==> src/rtl/sra_pkg.sv <==
// Shared types for the magnitude approximation engine.
// Assumes: one controller drives one datapath; the enums are the control-word fields.
package sra_pkg;

    typedef enum logic [2:0] {
        ST_IDLE = 3'd0,
        ST_ABS  = 3'd1,
        ST_SORT = 3'd2,
        ST_SUB  = 3'd3,
        ST_ADD  = 3'd4,
        ST_MAX  = 3'd5,
        ST_DONE = 3'd6
    } sra_state_e;

    // Operation of the abs/max unit.
    typedef enum logic {
        U1_ABS = 1'b0,
        U1_MAX = 1'b1
    } u1_op_e;

    // Operation of the abs/min/add/sub unit.
    typedef enum logic [1:0] {
        U2_ABS = 2'd0,
        U2_MIN = 2'd1,
        U2_ADD = 2'd2,
        U2_SUB = 2'd3
    } u2_op_e;

    // Source of the first read bus.
    typedef enum logic {
        RD1_R1 = 1'b0,
        RD1_R3 = 1'b1
    } rd1_sel_e;

    // Source of the first write bus.
    typedef enum logic {
        WB1_IN = 1'b0,
        WB1_U1 = 1'b1
    } wb1_sel_e;

    // Source of the second write bus.
    typedef enum logic [1:0] {
        WB2_IN  = 2'd0,
        WB2_U2  = 2'd1,
        WB2_SHX = 2'd2
    } wb2_sel_e;

    typedef struct packed {
        logic     r1_we;
        logic     r2_we;
        logic     r3_we;
        rd1_sel_e rd1_sel;
        u1_op_e   u1_op;
        u2_op_e   u2_op;
        wb1_sel_e wb1_sel;
        wb2_sel_e wb2_sel;
        logic     done;
    } sra_ctrl_t;

endpackage

==> src/rtl/sra_ctrl.sv <==
// Controller: seven-state schedule that issues one control word per cycle.
// Assumes: start is sampled only in ST_IDLE; the sequence cannot be interrupted.
module sra_ctrl
    import sra_pkg::*;
(
    input  logic       clk,
    input  logic       rst_n,
    input  logic       start,
    output sra_state_e state,
    output sra_ctrl_t  cw
);

    sra_state_e state_q, state_d;

    // State register with synchronous active-low reset.
    always_ff @(posedge clk) begin
        if (!rst_n) state_q <= ST_IDLE;
        else        state_q <= state_d;
    end

    // Next state and control word for the current state.
    always_comb begin
        state_d    = state_q;
        cw         = '0;
        cw.rd1_sel = RD1_R1;
        cw.u1_op   = U1_ABS;
        cw.u2_op   = U2_ABS;
        cw.wb1_sel = WB1_U1;
        cw.wb2_sel = WB2_U2;
        unique case (state_q)
            ST_IDLE: begin
                cw.wb1_sel = WB1_IN;
                cw.wb2_sel = WB2_IN;
                cw.r1_we   = start;
                cw.r2_we   = start;
                if (start) state_d = ST_ABS;
            end
            ST_ABS: begin
                cw.r1_we = 1'b1;
                cw.r2_we = 1'b1;
                state_d  = ST_SORT;
            end
            ST_SORT: begin
                cw.u1_op   = U1_MAX;
                cw.u2_op   = U2_MIN;
                cw.wb2_sel = WB2_SHX;
                cw.r1_we   = 1'b1;
                cw.r2_we   = 1'b1;
                cw.r3_we   = 1'b1;
                state_d    = ST_SUB;
            end
            ST_SUB: begin
                cw.u2_op = U2_SUB;
                cw.r2_we = 1'b1;
                state_d  = ST_ADD;
            end
            ST_ADD: begin
                cw.rd1_sel = RD1_R3;
                cw.u2_op   = U2_ADD;
                cw.r2_we   = 1'b1;
                state_d    = ST_MAX;
            end
            ST_MAX: begin
                cw.u1_op = U1_MAX;
                cw.r1_we = 1'b1;
                state_d  = ST_DONE;
            end
            ST_DONE: begin
                cw.done = 1'b1;
                state_d = ST_IDLE;
            end
            default: state_d = ST_IDLE;
        endcase
    end

    assign state = state_q;

endmodule

==> src/rtl/sra_unit_absmax.sv <==
// Functional unit one: saturating absolute value of p, or signed maximum of p and q.
// Assumes: operands are W-bit two's complement; |min negative| saturates to max positive.
module sra_unit_absmax
    import sra_pkg::*;
#(
    parameter int W = 16
) (
    input  u1_op_e       op,
    input  logic [W-1:0] p,
    input  logic [W-1:0] q,
    output logic [W-1:0] y
);

    localparam logic [W-1:0] MAXPOS = {1'b0, {(W-1){1'b1}}};
    localparam logic [W-1:0] MINNEG = {1'b1, {(W-1){1'b0}}};

    // Result selection for the requested operation.
    always_comb begin
        if (op == U1_MAX) begin
            y = ($signed(p) >= $signed(q)) ? p : q;
        end else if (p == MINNEG) begin
            y = MAXPOS;
        end else if (p[W-1]) begin
            y = -p;
        end else begin
            y = p;
        end
    end

endmodule

==> src/rtl/sra_unit_arith.sv <==
// Functional unit two: saturating abs of q, signed min, saturating add and subtract.
// Assumes: operands are W-bit two's complement; overflow clamps to the nearest bound.
module sra_unit_arith
    import sra_pkg::*;
#(
    parameter int W = 16
) (
    input  u2_op_e       op,
    input  logic [W-1:0] p,
    input  logic [W-1:0] q,
    output logic [W-1:0] y
);

    localparam logic [W-1:0] MAXPOS = {1'b0, {(W-1){1'b1}}};
    localparam logic [W-1:0] MINNEG = {1'b1, {(W-1){1'b0}}};

    logic [W-1:0] sum, dif;
    logic         sum_ovf, dif_ovf;

    // Raw sum and difference with signed overflow flags.
    always_comb begin
        sum     = p + q;
        dif     = p - q;
        sum_ovf = (p[W-1] == q[W-1]) && (sum[W-1] != p[W-1]);
        dif_ovf = (p[W-1] != q[W-1]) && (dif[W-1] != p[W-1]);
    end

    // Result selection with saturation.
    always_comb begin
        unique case (op)
            U2_ABS: begin
                if (q == MINNEG)  y = MAXPOS;
                else if (q[W-1])  y = -q;
                else              y = q;
            end
            U2_MIN:  y = ($signed(p) <= $signed(q)) ? p : q;
            U2_ADD:  y = sum_ovf ? (p[W-1] ? MINNEG : MAXPOS) : sum;
            U2_SUB:  y = dif_ovf ? (p[W-1] ? MINNEG : MAXPOS) : dif;
            default: y = '0;
        endcase
    end

endmodule

==> src/rtl/sra_shift.sv <==
// Fixed arithmetic right shifter chained behind a functional unit.
// Assumes: SH is smaller than W.
module sra_shift #(
    parameter int W  = 16,
    parameter int SH = 1
) (
    input  logic [W-1:0] d,
    output logic [W-1:0] y
);

    // Constant shift; pure wiring.
    always_comb y = $unsigned($signed(d) >>> SH);

endmodule

==> src/rtl/sqrt_mag_approx.sv <==
// Top: magnitude estimate max(x - x/8 + y/2, x) computed on a shared datapath.
// Assumes: one computation at a time; R1, R2, R3 are shared by the schedule's variables.
module sqrt_mag_approx
    import sra_pkg::*;
#(
    parameter int W       = 16,
    parameter int SHIFT_X = 3,
    parameter int SHIFT_Y = 1
) (
    input  logic         clk,
    input  logic         rst_n,
    input  logic         start,
    input  logic [W-1:0] in_a,
    input  logic [W-1:0] in_b,
    output logic [W-1:0] result,
    output logic         done
);

    localparam int NREG = 3;
    localparam int IR1  = 0;
    localparam int IR2  = 1;
    localparam int IR3  = 2;

    sra_state_e ctl_state;
    sra_ctrl_t  cw;

    logic [NREG-1:0][W-1:0] reg_q;
    logic [NREG-1:0][W-1:0] reg_d;
    logic [NREG-1:0]        reg_we;

    logic [W-1:0] rbus1, rbus2, wbus1, wbus2;
    logic [W-1:0] u1_y, u2_y, shx_y, shy_y;
    logic [W-1:0] r1_q, r3_q;

    sra_ctrl u_ctrl (
        .clk   (clk),
        .rst_n (rst_n),
        .start (start),
        .state (ctl_state),
        .cw    (cw)
    );

    // Read buses: register outputs to unit inputs.
    always_comb begin
        rbus1 = (cw.rd1_sel == RD1_R3) ? reg_q[IR3] : reg_q[IR1];
        rbus2 = reg_q[IR2];
    end

    sra_unit_absmax #(.W(W)) u_fu1 (
        .op (cw.u1_op),
        .p  (rbus1),
        .q  (rbus2),
        .y  (u1_y)
    );

    sra_unit_arith #(.W(W)) u_fu2 (
        .op (cw.u2_op),
        .p  (rbus1),
        .q  (rbus2),
        .y  (u2_y)
    );

    sra_shift #(.W(W), .SH(SHIFT_X)) u_shx (
        .d (u1_y),
        .y (shx_y)
    );

    sra_shift #(.W(W), .SH(SHIFT_Y)) u_shy (
        .d (u2_y),
        .y (shy_y)
    );

    // Write buses: unit, shifter and input values back to the registers.
    always_comb begin
        wbus1 = (cw.wb1_sel == WB1_IN) ? in_a : u1_y;
        unique case (cw.wb2_sel)
            WB2_IN:  wbus2 = in_b;
            WB2_SHX: wbus2 = shx_y;
            default: wbus2 = u2_y;
        endcase
    end

    // Register inputs and enables from the control word.
    always_comb begin
        reg_d[IR1]  = wbus1;
        reg_d[IR2]  = wbus2;
        reg_d[IR3]  = shy_y;
        reg_we[IR1] = cw.r1_we;
        reg_we[IR2] = cw.r2_we;
        reg_we[IR3] = cw.r3_we;
    end

    for (genvar g = 0; g < NREG; g++) begin : g_reg
        // Shared datapath register with load enable.
        always_ff @(posedge clk) begin
            if (!rst_n)         reg_q[g] <= '0;
            else if (reg_we[g]) reg_q[g] <= reg_d[g];
        end
    end

    assign r1_q = reg_q[IR1];
    assign r3_q = reg_q[IR3];

    // Output port: R1 drives the result only in the final state.
    always_comb begin
        done   = cw.done;
        result = cw.done ? r1_q : '0;
    end

endmodule

==> config.mk <==
export PLATFORM = sky130hd
export DESIGN_NAME = sqrt_mag_approx
export DESIGN_NICKNAME = d
export VERILOG_FILES = /design/src/rtl/sra_pkg.sv /design/src/rtl/sra_ctrl.sv /design/src/rtl/sra_unit_absmax.sv /design/src/rtl/sra_unit_arith.sv /design/src/rtl/sra_shift.sv /design/src/rtl/sqrt_mag_approx.sv
export SDC_FILE = /design/constraint.sdc
export NUM_CORES = 1
export LEC_CHECK = 0
export BUFFER_PORTS_ARGS = -buffer_cell sky130_fd_sc_hd__buf_4
export CAP_MARGIN = 15
export CORE_ASPECT_RATIO = 0.9
export CORE_MARGIN = 3
export CORE_UTILIZATION = 60
export CTS_CLUSTER_DIAMETER = 50
export DETAILED_ROUTE_END_ITERATION = 6
export GPL_TIMING_DRIVEN = 0
export MAX_ROUTING_LAYER = met4
export PLACE_DENSITY = 0.8
export SYNTH_ARGS = -nofsm -noshare
export SYNTH_HDL_FRONTEND = slang
export SYNTH_SLANG_ARGS = --single-unit
==> constraint.sdc <==
create_clock -name clk -period 6.4 [get_ports clk]
set_input_delay 0.32 -clock clk [delete_from_list [all_inputs] [get_ports clk]]
set_output_delay 0.32 -clock clk [all_outputs]
set_load 0.02 [all_outputs]
Word-level counts from Yosys, hierarchy flattened. Index checks and enable logic that the tools add are counted.

Register bits after elaboration: 50. Output and inout bits: 17. Logic and storage cells: 64.

Add/subtract/negate cells: 4. $lt $le $gt $ge: 2. Equality and inequality tests: 19. Muxes and demuxes: 25. Reduce and logical (&&, ||, !) cells: 9.

Operators with widths (count): $mux W16 (13); $pmux W16 S4 (1); $eq A16 B16 Y1 const B (2); $neg A16 Y16 (2); $pmux W16 S2 (1); $pmux W3 S6 (1); $add A16 B16 Y16 (1); $ge A16 B16 Y1 (1); $le A16 B16 Y1 (1); $sub A16 B16 Y16 (1); $eq A3 B3 Y1 const B (3); $eq A2 B2 Y1 const B (3); $eq A3 B2 Y1 const B (2); $pmux W2 S3 (1); $ne A5 B4 Y1 const B (1); $logic_not A2 Y1 (2); $mux W1 (4); $ne A4 B3 Y1 const B (1); $pmux W1 S2 (2); $pmux W2 S2 (1); $reduce_or A4 Y1 (1); $eq A3 B1 Y1 const B (1); $logic_not A3 Y1 (1); $mux W3 (1); 8 further kinds (11).

Depth between registers and ports, before layout. Gate-level depths: netlist of run 1.

Word-level depth: 9. Mapped depth: 23.

Cells and area by module. A second synthesis of run 1 with hierarchy kept.

Cell total of the unflattened synthesis: 888. Area total of the unflattened synthesis: 6935.4 um^2.

By module, submodules not included: sra_unit_arith (times used 1, cells an instance 428, area an instance 2916.5 um^2); sqrt_mag_approx (times used 1, cells an instance 248, area an instance 2464.9 um^2); sra_unit_absmax (times used 1, cells an instance 150, area an instance 1084.8 um^2); sra_shift (times used 2, cells an instance 16, area an instance 120.1 um^2); sra_ctrl (times used 1, cells an instance 30, area an instance 229.0 um^2).

Least setup slack after synthesis of run 1. Ideal clock, no wire load.

Kind: register -> register. Start: reg u_ctrl.state_q[1], in the netlist u_ctrl.state[1]. End: reg reg_q (netlist bit rbus2[0]). Arrival time: 4.868 ns. Required time: 6.272 ns. Slack: 1.405 ns. Cell stages (with the launch flop): 19. Buffers on the path: 3. Clock period less this slack: 4.995 ns. Cell sequence: dfxtp_1 -> buf_2 -> nor3b_4 -> buf_6 -> buf_2 -> mux2i_1 -> inv_1 -> ha_1 -> nand4b_1 -> or3_1 -> o21a_1 -> a21oi_2 -> inv_1 -> fa_1 -> xor2_2 -> mux2i_2 -> mux2_2 -> a221oi_2 -> o22ai_1.

Longest elaborated chain between the ends: 9. Elaborated cells between the ends (all ways): 45. Those cells by class: 3 x add/sub; 2 x order compare; 16 x eq/ne; 16 x mux; 8 x reduce/logical.

Ends and longest elaborated chain: start: declaration (line sra_ctrl.sv:13) `sra_state_e state_q, state_d;`; start signal: assignment (line sra_ctrl.sv:18) `else state_q <= state_d;`; $eq A3 B3 Y1 (line sra_ctrl.sv:30) `unique case (state_q)`; $mux W1 (line sra_ctrl.sv:30); $mux W16 (line sqrt_mag_approx.sv:45) `rbus1 = (cw.rd1_sel == RD1_R3) ? reg_q[IR3] : reg_q[IR1];`; $sub A16 B16 Y16 / $add A16 B16 Y16 (equally long branches) (line sra_unit_arith.sv:23, sra_unit_arith.sv:22); $ne A1 B1 Y1, on equally long branches (line sra_unit_arith.sv:25, sra_unit_arith.sv:24); $logic_and A1 B1 Y1, on equally long branches (line sra_unit_arith.sv:25, sra_unit_arith.sv:24); $mux W16, on equally long branches (line sra_unit_arith.sv:38, sra_unit_arith.sv:37); $pmux W16 S4 (line sra_unit_arith.sv:30) `unique case (op)`; $pmux W16 S2 (line sqrt_mag_approx.sv:76) `unique case (cw.wb2_sel)`; end signal: indexed assignment (line sqrt_mag_approx.sv:97) `else if (reg_we[g]) reg_q[g] <= reg_d[g];`; end: declaration (line sqrt_mag_approx.sv:27) `logic [NREG-1:0][W-1:0] reg_q;`.

Parallel ways exist; a longest one is shown, timed or not. The select of a mux whose other input is x is not followed. A chain may end at the register's enable or synchronous reset.

Worst setup path in the final report of run 1.
Start: reg u_ctrl.state_q[1], in the netlist u_ctrl.state[1]. End: reg reg_q (netlist bit rbus2[8]).

The elaborated chain is that of the path after synthesis.

==> key figures, run 1 <==
Outcome
  – Status: complete, no violations

Finish
  – Core occupancy in the finished layout: between 60 and 70%
  – Post-route insts no fill: 984
  – Commonest cells after routing, fill and taps aside: a21oi_1, nor2_1, nand2_1, buf_4, dfxtp_1
  – Antenna cell count: 0
  – Synth-to-Final Area Change: 10.9%
  – Fill cell count: about 800
  – Design area: between 6000 and 7000 um^2
  – Most common cell after layout, fill and taps aside: a21oi_1
  – Final #Nets: 931
  – Layout cells sized above 1: between 10% and 20%

Pwr
  – Worst vdd ir: around 0.7 mV
  – Share of power burned in registers: roughly 16%
  – PwrDens: approximately 400 nW/um^2
  – P_leak: around 0.0025 uW
  – Internal: about 1100 uW
  – Combinational Power Share: approximately 77%
  – Reported net switching power: 1470 uW
  – Sw Ratio: 56.2%
  – Clk pwr share: between 7 and 8%

Route
  – DRT Pass-1 Iters: 6
  – DRC violations left: 0
  – Vias: 6,762
  – Final ANT Viol Nets: 0
  – Highest metal used: met4
  – Post-DR wirelength/cell: approximately 22 um
  – WL met2: roughly 9.1 mm
  – DR vias/cell: approximately 7
  – Starting DRT DRC Count: roughly 1,000
  – M1 WL: a little under 9 mm
  – Routed wire length on met3: between 3 and 4 mm
  – Final wirelength: ~22 mm

Min path
  – Hold Crit Class: primary input to flip-flop

CTS
  – Clock Tree Root: clkbuf_8
  – CTS tree: yes
  – Clk buf depth: 2
  – Total CTS buffers: 5
  – Post-CTS Setup Bufs: 0
  – CTS sink cnt: 50
  – Clock slew at reported path FFs: ~0.10 ns
  – H-tree depth: 2
  – Worst-Skew Late Latency: around 0.31 ns

Floorplanning
  – Die width: 109 um
  – Initial Util: 62.5%
  – Core outline area: just over 9000 um^2
  – Ports: 52
  – Full die area: 10,800 um^2
  – Die H: ~99 um
  – # rows: 33

Setup path
  – CP arrival: 6.34 ns
  – Crit end category: flip-flop
  – CP required: roughly 6.6 ns
  – Startpoint Class: flip-flop
  – CP max stage cell: fa_1
  – CP max stage delay: ~0.66 ns
  – Cell Chain, Critical Path: buf_2 -> nor3b_4 -> buf_6 -> buf_2 -> mux2i_1 -> inv_1 -> ha_1 -> nand4b_1 -> or3_1 -> o21a_1 -> a21oi_2 -> inv_1 -> fa_1 -> xor2_2 -> mux2i_4 -> buf_6 -> mux2i_1 -> a21oi_1 -> o221ai_1 -> a21oi_1
  – Setup Crit Path Kind: flip-flop to flip-flop
  – Critical path's top delay family: buffers and inverters
  – R2r setup slk: approximately 0.25 ns
  – Max FO, Critical Path: 10
  – Buf+Inv Stages, Crit Path: 6

Yosys
  – Cells after Synth: ~800
  – EDFF count, synth: 0
  – Register area share after synthesis: around 17%
  – Top_reg_cell synth: dfxtp_1
  – Mean area per synthesized cell: 7.15 um^2
  – Synthesis warning total: 0
  – Synthesis-stage register bit count: 50
  – Async S/R FF share, synth: 0%
  – Syn nets: between 800 and 900
  – Synth unique cells: just over 70
  – Synthesized area: about 5800 um^2

Timing
  – Relative slew slack: around two fifths
  – Final period utilization: slightly below 100%
  – Endpoints failing hold: 0
  – Period minus WS final: just over 6 ns
  – Layout Skew: slightly above 0.009 ns
  – Final Setup Violations: 0
  – TNS Setup: 0 ns
  – Fin. max-slew vios: 0
  – FMAX: approximately 160 MHz
  – Hold Slack: 0.288 ns
  – Worst Tran Pin Value: between 0.9 and 1 ns

Placement
  – Post-DP Area: around 6300 um^2
  – HPWL after detailed placement: 17.1 mm
  – PortBufs: around 50
  – GP Congestion: approximately 1.0
  – # placed instances: 977

Global routing
  – First-pass GRT wire length: 33.4 mm
  – Total gr overflow: 0
  – Tot GR Track Use: 41.1%
  – Initial antenna violation count: 0
  – Pin count of the biggest net entering global routing: 16
  – Vias in the first global route: between 6,000 and 7,000

Run
  – Max Cap Viol: 0
[layout make-up]
type	instances	area (um^2)	area share, %
Inverter	51	191	3.00
Buffer	55	285	4.47
Clock inverter	2	15.0	0.235
Multi-Input combinational cell	648	4280	67.1
Clock buffer	5	68.8	1.08
Tap cell	122	153	2.39
Sequential cell	50	1000	15.7
Timing Repair Buffer	51	383	6.00
[per-layer routing]
layer | vias up | track usage (%)
li1 | 3009 | -
met1 | 3138 | 58.2
met2 | 540 | 56.1
met3 | 75 | 10.3
met4 | 0 | 15.2
met5 | - | -
[power groups by stage]
stage | clock network (uW) | registers [uW] | logic [uW]
6_report | 191 | 426 | 2010
5_1_grt | 200 | 430 | 2140
4_1_cts | 188 | 421 | 1890
3_5_place_dp | 0 | 429 | 1880
3_3_place_gp | 0 | 427 | 1850
2_1_floorplan | 0 | 405 | 1400
[worst register-to-register path, cell delays in order (launching register included)]
cell	delay [ns]
dfxtp_1	0.31
buf_2	0.17
nor3b_4	0.28
buf_6	0.22
buf_2	0.35
mux2i_1	0.53
inv_1	0.24
ha_1	0.37
nand4b_1	0.25
or3_1	0.39
o21a_1	0.25
a21oi_2	0.21
inv_1	0.08
fa_1	0.66
xor2_2	0.30
mux2i_4	0.53
buf_6	0.25
mux2i_1	0.25
a21oi_1	0.12
o221ai_1	0.20
a21oi_1	0.07
[final timing paths]
path	cells after the start	start	end
worst max-delay path	20	u_ctrl.state[1]	rbus2[8]
worst min-delay path	3	in_b[6]	rbus2[6]
worst max register to register	20	u_ctrl.state[1]	rbus2[8]
worst min register to register	2	r3_q[6]	r3_q[6]
[state kept, by name, indices dropped and copies added, names as in the netlist]
register and cells:
r3_q 15, rbus2 16, u_ctrl.state 3, r1_q 16
[cell usage after synthesis (5+ instances only)]
library cell / count / share of area (%)
a21o_1: 9 / 1.2
xnor2_1: 39 / 5.9
nor4_1: 6 / 0.65
nand2b_1: 10 / 1.1
a221oi_1: 10 / 1.5
ha_1: 31 / 6.7
o31ai_1: 14 / 1.8
a21oi_2: 7 / 1.1
buf_6: 6 / 1.2
a221oi_2: 5 / 1.3
xor2_1: 8 / 1.2
dfxtp_1: 50 / 17
o21ai_0: 43 / 3.7
o22ai_1: 5 / 0.54
a21oi_1: 102 / 8.9
nand2_1: 58 / 3.8
buf_2: 11 / 0.96
o21ai_1: 15 / 1.3
inv_1: 47 / 3.1
mux2_2: 7 / 1.4
clkbuf_1: 31 / 2.0
o21a_1: 5 / 0.65
o21bai_1: 5 / 0.65
o221ai_1: 8 / 1.2
and2_1: 23 / 2.5
o211ai_1: 10 / 1.3
a31oi_1: 13 / 1.4
nor2_1: 68 / 4.4
nor2b_1: 8 / 0.87
nor3_1: 23 / 2.0
a211oi_1: 11 / 1.4
mux2i_1: 14 / 2.4
a311oi_1: 5 / 0.76
and3_1: 5 / 0.54
nand3_1: 24 / 2.1
[kinds of logic after synthesis]
kind of cell | synth area share [%]
DFF | 17.4
and+or+nand+nor | 21.8
adders and majority gates | 7.79
buffers and inverters | 8.27
xor gates and xnor gates | 7.44
muxes | 4.63
AOI/OAI and AO/OA | 32.6
[stage by stage]
step	worst slack, ns	total power [uW]
floorplan	1.40	1810
global placement	0.439	2280
detailed placement	0.361	2310
CTS	0.309	2500
global route	-0.0146	2770
finish	0.253	2620
[repair_timing]
item | in CTS | in global routing
gates resized for setup | 0 | 3
setup endpoints to repair | 0 | 31
hold buffers | 0 | 0
No activity file was read; power rests on OpenSTA's default activity.
==> inputs of run 2 (changes only) <==
--- a/config.mk
+++ b/config.mk
@@ -5,6 +5,7 @@
 export SDC_FILE = /design/constraint.sdc
 export NUM_CORES = 1
 export LEC_CHECK = 0
+export ABC_AREA = 1
 export BUFFER_PORTS_ARGS = -buffer_cell sky130_fd_sc_hd__buf_4
 export CAP_MARGIN = 15
 export CORE_ASPECT_RATIO = 0.9
@@ -15,6 +16,7 @@
 export GPL_TIMING_DRIVEN = 0
 export MAX_ROUTING_LAYER = met4
 export PLACE_DENSITY = 0.8
+export SKIP_LAST_GASP = 1
 export SYNTH_ARGS = -nofsm -noshare
 export SYNTH_HDL_FRONTEND = slang
 export SYNTH_SLANG_ARGS = --single-unit
==> constraint.sdc (replaced) <==
create_clock -name clk -period 5.9 [get_ports clk]
set_input_delay 0.295 -clock clk [delete_from_list [all_inputs] [get_ports clk]]
set_output_delay 0.295 -clock clk [all_outputs]
set_load 0.02 [all_outputs]
==> run 2 against run 1 <==
Area after synthesis is 13% higher. Core utilization is 0.092 points lower. Register-to-register slack better by 0.76 ns. First-iteration DRC count is 2.5% lower. Sequential power is 18% higher. Critical path depth is 6 higher. Via count is 14% higher. Largest cell class unchanged. Largest power group unchanged.
==> key figures, run 2 <==
Route
  – Post-DR wirelength/cell: between 15 and 20 um
  – WL met2: 9.19 mm
  – Final wirelength: around 22 mm
  – DR vias/cell: 5.92
  – Starting DRT DRC Count: approximately 1,000
  – Final ANT Viol Nets: 0
  – DRT Pass-1 Iters: 5
  – Routed wire length on met3: around 2.5 mm
  – M1 WL: around 10 mm
  – DRC violations left: 0
  – Highest metal used: met4
  – Vias: roughly 7,700

Floorplanning
  – Core outline area: between 10,000 and 15,000 um^2
  – Full die area: around 12,000 um^2
  – Die H: ~100 um
  – Die width: 116 um
  – # rows: 35
  – Initial Util: 62.4%
  – Ports: between 50 and 60

Placement
  – Post-DP Area: approximately 7000 um^2
  – HPWL after detailed placement: roughly 18 mm
  – PortBufs: a little over 50
  – GP Congestion: 1.05

Yosys
  – Top cells by count, synth: nand2_1, inv_1, nand3_1
  – Synth unique cells: 53
  – Top cells by area, synth: nand2_1, dfxtp_1, nand3_1
  – Syn nets: approximately 1,200
  – Proportion of netlist area held by the largest area contributor: between 15 and 20%
  – Register area share after synthesis: between 10% and 20%
  – Mean area per synthesized cell: between 5 and 6 um^2
  – Largest family of logic cells by synthesized area: simple AND/OR/NAND/NOR gates
  – EDFF count, synth: 0
  – Compound-Gate Fraction of Synth Area: 18.8%
  – Synthesis-stage register bit count: 50
  – Synth Area in Adders: 6.92%
  – Most common cell in the netlist: nand2_1
  – Cells after Synth: around 1,100
  – Mux contribution to synthesized area: 0%
  – Top_reg_cell synth: dfxtp_1
  – Post-synthesis xor/xnor area fraction: roughly 3.0%
  – Synthesized area: 6480 um^2
  – Simple-gate portion of the synthesized area: about two fifths
  – Synth area leader: nand2_1
  – Synthesis warning total: 0
  – Async S/R FF share, synth: 0%

Setup path
  – R2R Path End: rbus2[5]
  – CP required: about 6.1 ns
  – Reg2reg start: u_ctrl.state[1]
  – Reg2Reg Depth: 26
  – Max FO, Critical Path: 10
  – Crit end category: flip-flop
  – CP arrival: roughly 5 ns
  – Setup Crit Path Kind: flip-flop to flip-flop
  – R2r setup slk: 1.01 ns
  – Startpoint Class: flip-flop

CTS
  – CTS sink cnt: 50
  – Worst-Skew Late Latency: roughly 0.30 ns
  – H-tree depth: 2
  – CTS tree: yes
  – Post-CTS Setup Bufs: 0
  – Clock Tree Root: clkbuf_16
  – Total CTS buffers: 5
  – Quantity of gates resized following cts: 0
  – Clk buf depth: 2
  – CTS Hold Bufs: 0
  – Clock slew at reported path FFs: approximately 0.07 ns

Finish
  – Layout cells sized above 1: approximately 14%
  – Commonest cells after routing, fill and taps aside: nand2_1, inv_1, nand3_1, a21oi_1, nor2_1
  – Area taken by multi-input logic gates: 4570 um^2
  – Fill cell count: between 1,000 and 1,500
  – Design area: between 7000 and 8000 um^2
  – Final #Nets: 1,242
  – Synth-to-Final Area Change: 10.9%
  – Most common cell after layout, fill and taps aside: nand2_1
  – Register area: between 1000 and 1500 um^2
  – Antenna cell count: 0

Global routing
  – Total gr overflow: 0
  – Pin count of the biggest net entering global routing: 15
  – Initial antenna violation count: 0
  – Tot GR Track Use: between 30% and 40%
  – Vias in the first global route: roughly 7,000
  – First-pass GRT wire length: approximately 36 mm

Timing
  – Fin. max-slew vios: 0
  – RSZ-0062 raised after global routing: false
  – FMAX: 204 MHz
  – Period minus WS final: a little under 5 ns
  – Final period utilization: about 83%
  – Worst Tran Pin Value: 0.812 ns
  – TNS Setup: 0 ns
  – Endpoints failing hold: 0
  – Layout Skew: roughly 0.0027 ns
  – Final Setup Violations: 0
  – Relative slew slack: between 40% and 50%

Pwr
  – Worst vdd ir: 0.295 mV
  – P_leak: around 0.0037 uW
  – PwrDens: 535 nW/um^2

Min path
  – Hold Crit Class: primary input to flip-flop
  – Hold Path Depth: 3
  – Hold Crit Start: rst_n
  – Hold Path End: rbus2[11]

Run
  – Max Cap Viol: 0

Outcome
  – Status: complete, no violations
==> run 2: layout make-up <==
cell class	count	area share (%)
repair buffers	51	5.33
multi-input cells	857	63.6
inverters	162	8.52
clock buffers	7	1.85
clock inverters	1	0.418
well taps	129	2.25
plain buffers	46	4.15
flip-flops and latches	50	13.9
==> run 2: per-layer routing <==
layer | up-vias | GRT usage, %
met5 | - | -
met4 | 0 | 11.0
met3 | 57 | 6.77
met2 | 419 | 54.5
met1 | 3498 | 55.2
li1 | 3739 | -
==> run 2: how the worst max path moves through the flow <==
stage / from / to / slack (ns) / cells after the start
final: u_ctrl.state[1] / rbus2[5] / 1.01 / 26
after global routing: u_ctrl.state[1] / rbus2[14] / 0.77 / 25
after CTS: u_ctrl.state[1] / rbus2[5] / 1.12 / 26
after detailed placement: u_ctrl.state[1] / rbus2[5] / 1.15 / 26
after global placement: u_ctrl.state[1] / rbus2[5] / 1.19 / 26
after floorplan: u_ctrl.state[1] / rbus2[0] / 1.98 / 25
==> run 2: kinds of logic (layout without fill, tap and decap cells) <==
family	count (synthesis)	in the layout
AOI/OAI and AO/OA	207	207
adders and majority gates	34	34
DFF	50	50
and+or+nand+nor	594	594
buffers and inverters	208	267
xor gates and xnor gates	22	22
==> run 2: stage by stage <==
step / total power, uW / worst slack (ns) / std cells / utilization [%] / hold WS [ns]
2_1_floorplan: 2750 / 1.98 / 1115 / - / 0.433
3_3_place_gp: 3370 / 1.19 / 1295 / 67.6 / 0.452
3_5_place_dp: 3390 / 1.15 / 1295 / 67.6 / 0.457
4_1_cts: 3740 / 1.12 / 1303 / 69.2 / 0.283
5_1_grt: 4170 / 0.773 / 1303 / 69.2 / 0.313
6_report: 3840 / 1.01 / 1303 / 69.2 / 0.276
==> run 2: worst max-delay path: stages, from the launching register on <==
cell and delay, ns:
dfxtp_1 0.44, nor2_4 0.07, nand2_2 0.08, buf_6 0.15
inv_2 0.13, o21ai_0 0.56, inv_1 0.28, ha_1 0.45
nand3_1 0.13, nor3_1 0.28, nand2_4 0.12, nand2_4 0.08
inv_1 0.05, fa_1 0.55, inv_1 0.10, nand3_1 0.10
nand2_2 0.09, inv_2 0.07, nand3_4 0.16, nand2_8 0.16
nand2_4 0.10, buf_6 0.17, nand2_1 0.05, nand3_1 0.14
nand3_1 0.11, nand2_1 0.07, a21oi_2 0.11
==> run 2: where the power goes <==
group | switching [uW] | internal [uW] | leakage (uW) | total (uW)
combinational | 2010 | 983 | 0.00321 | 3000
clock | 137 | 201 | 0.0000781 | 338
sequential | 84.0 | 420 | 0.000411 | 504
total | 2240 | 1600 | 0.00370 | 3840
==> inputs of run 3 (changes only) <==
==> constraint.sdc (replaced) <==
create_clock -name clk -period 5.1 [get_ports clk]
set_input_delay 0.255 -clock clk [delete_from_list [all_inputs] [get_ports clk]]
set_output_delay 0.255 -clock clk [all_outputs]
set_load 0.02 [all_outputs]
==> run 3 against run 2 <==
The flow now finishes with violations (DRC). Sequential share of layout area unchanged. Via count about the same. Cell area unchanged. Sequential power increased by 16%. Flip-flop and latch count unchanged. Worst hold slack got worse by 0.042 ns. First-iteration DRC count decreased by 0.99%. Core utilization unchanged.
==> key figures, run 3 (synthesis gave the netlist of run 2 again) <==
Floorplanning
  – Ports: 52
  – Core outline area: about 10,000 um^2
  – Initial Util: between 60 and 70%
  – Die H: about 100 um
  – Full die area: 12,100 um^2
  – # rows: 35
  – Die width: ~120 um

Setup path
  – CP arrival: 4.88 ns
  – R2R Path End: rbus2[5]
  – R2r setup slk: around 0.47 ns
  – Cell mode on critical path: nand3_1
  – Reg2reg start: u_ctrl.state[1]
  – CP max stage cell: fa_1
  – Setup Crit Path Kind: flip-flop to flip-flop
  – Crit end category: flip-flop
  – Reg2Reg Depth: 26
  – CP max stage delay: about 0.55 ns
  – Max FO, Critical Path: 10
  – CP required: 5.34 ns
  – Startpoint Class: flip-flop

Run
  – Max Cap Viol: 0

Min path
  – Hold Path Depth: 3
  – Hold Crit Class: primary input to flip-flop
  – Hold Path End: rbus2[11]
  – Hold Crit Start: rst_n

Finish
  – Most common cell after layout, fill and taps aside: nand2_1
  – Layout cells sized above 1: a little over an eighth
  – Synth-to-Final Area Change: 10.9%
  – Fill cell count: 1,023
  – Antenna cell count: 0
  – Commonest cells after routing, fill and taps aside: nand2_1, inv_1, nand3_1, a21oi_1, nor2_1
  – Design area: roughly 7000 um^2
  – Final #Nets: 1,242

Timing
  – FMAX: 216 MHz
  – Layout Skew: 0.00362 ns
  – TNS Setup: 0 ns
  – Period minus WS final: 4.63 ns
  – Worst Tran Pin Value: around 0.82 ns
  – Fin. max-slew vios: 0
  – Endpoints failing hold: 0
  – Final Setup Violations: 0
  – Final period utilization: between 90% and 100%
  – RSZ-0062 raised after global routing: false
  – Relative slew slack: 45.1%

Pwr
  – Clk pwr share: about 8.8%
  – Worst vdd ir: ~0.34 mV
  – Combinational Power Share: between 70% and 80%
  – Internal: between 1500 and 2000 uW
  – P_leak: approximately 0.0037 uW
  – Sw Ratio: 58.3%
  – Reported net switching power: between 2000 and 3000 uW
  – PwrDens: around 620 nW/um^2
  – Share of power burned in registers: a little over an eighth

Outcome
  – Status: complete, but fails checks
  – Failing checks: DRC

CTS
  – Clk buf depth: 2
  – Post-CTS Setup Bufs: 0
  – CTS tree: yes
  – CTS sink cnt: 50
  – CTS Hold Bufs: 0
  – Clock slew at reported path FFs: approximately 0.07 ns
  – H-tree depth: 2
  – Clock Tree Root: clkbuf_16
  – Total CTS buffers: 5
  – Worst-Skew Late Latency: 0.30 ns

Route
  – DR vias/cell: 5.92
  – Starting DRT DRC Count: roughly 1,000
  – Final wirelength: approximately 22 mm
  – DRC violations left: 1
  – Final ANT Viol Nets: 0
  – DRT Pass-1 Iters: 7
  – Vias: roughly 7,700
  – Post-DR wirelength/cell: around 17 um

Placement
  – GP Congestion: between 1 and 1.5
  – HPWL after detailed placement: between 15 and 20 mm
  – PortBufs: 51
  – Post-DP Area: ~7000 um^2

Global routing
  – Initial antenna violation count: 0
  – Total gr overflow: 0
  – Pin count of the biggest net entering global routing: 15
  – Vias in the first global route: 6,968
  – Tot GR Track Use: a little under two fifths
  – First-pass GRT wire length: 35.6 mm
==> run 3: cell counts in the layout (fill, tap and decap cells not counted) <==
No cell type changed its count.
==> run 3: through the flow <==
step	power (uW)	utilization, %	setup WS (ns)	hold WS [ns]	std cells
after floorplan	3190	-	1.18	0.393	1115
after global routing	4820	69.2	0.219	0.273	1303
after global placement	3890	67.6	0.391	0.452	1295
after detailed placement	3930	67.6	0.349	0.457	1295
final	4450	69.2	0.467	0.234	1303
after CTS	4330	69.2	0.321	0.243	1303
==> run 3: routing by layer <==
metal	track usage [%]	share of wire [%]
met5	-	0
met4	11.0	3.0
met3	6.77	11
met2	54.5	41
met1	55.2	45
==> run 3: cell type report <==
| class | instances | area [um^2] | share of cell area, % |
|---|---|---|---|
| Buffer | 46 | 298 | 4.15 |
| Clock buffer | 7 | 133 | 1.85 |
| Clock inverter | 1 | 30.0 | 0.418 |
| Inverter | 162 | 612 | 8.52 |
| Multi-Input combinational cell | 857 | 4570 | 63.6 |
| Sequential cell | 50 | 1000 | 13.9 |
| Tap cell | 129 | 161 | 2.25 |
| Timing Repair Buffer | 51 | 383 | 5.33 |
==> run 3: timing repair <==
action                                  4_1_cts  5_1_grt
endpoints found under the hold margin         0        0
gates resized for setup                       0        1
endpoints found under the setup margin        0        2
==> run 3: power groups by stage <==
stage / clock network [uW] / registers, uW / logic, uW
after floorplan: 0 / 561 / 2630
after global placement: 0 / 586 / 3310
after detailed placement: 0 / 587 / 3340
after CTS: 390 / 579 / 3360
after global routing: 410 / 594 / 3820
final: 393 / 584 / 3470
==> run 3: worst max path at each step <==
| stage | startpoint | end | slack (ns) | cells after the start |
|---|---|---|---|---|
| global route | u_ctrl.state[1] | rbus2[14] | 0.22 | 25 |
| global placement | u_ctrl.state[1] | rbus2[5] | 0.39 | 26 |
| finish | u_ctrl.state[1] | rbus2[5] | 0.47 | 26 |
| floorplan | u_ctrl.state[1] | rbus2[0] | 1.18 | 25 |
| detailed placement | u_ctrl.state[1] | rbus2[5] | 0.35 | 26 |
| CTS | u_ctrl.state[1] | rbus2[5] | 0.32 | 26 |
==> run 3: critical path, delay by kind of cell, from the launching register on <==
| family | cells | cell delay, ns |
|---|---|---|
| and+or+nand+nor | 15 | 1.75 |
| adders and majority gates | 2 | 0.97 |
| buffers and inverters | 7 | 0.91 |
| AOI/OAI and AO/OA | 2 | 0.50 |
| DFF | 1 | 0.44 |
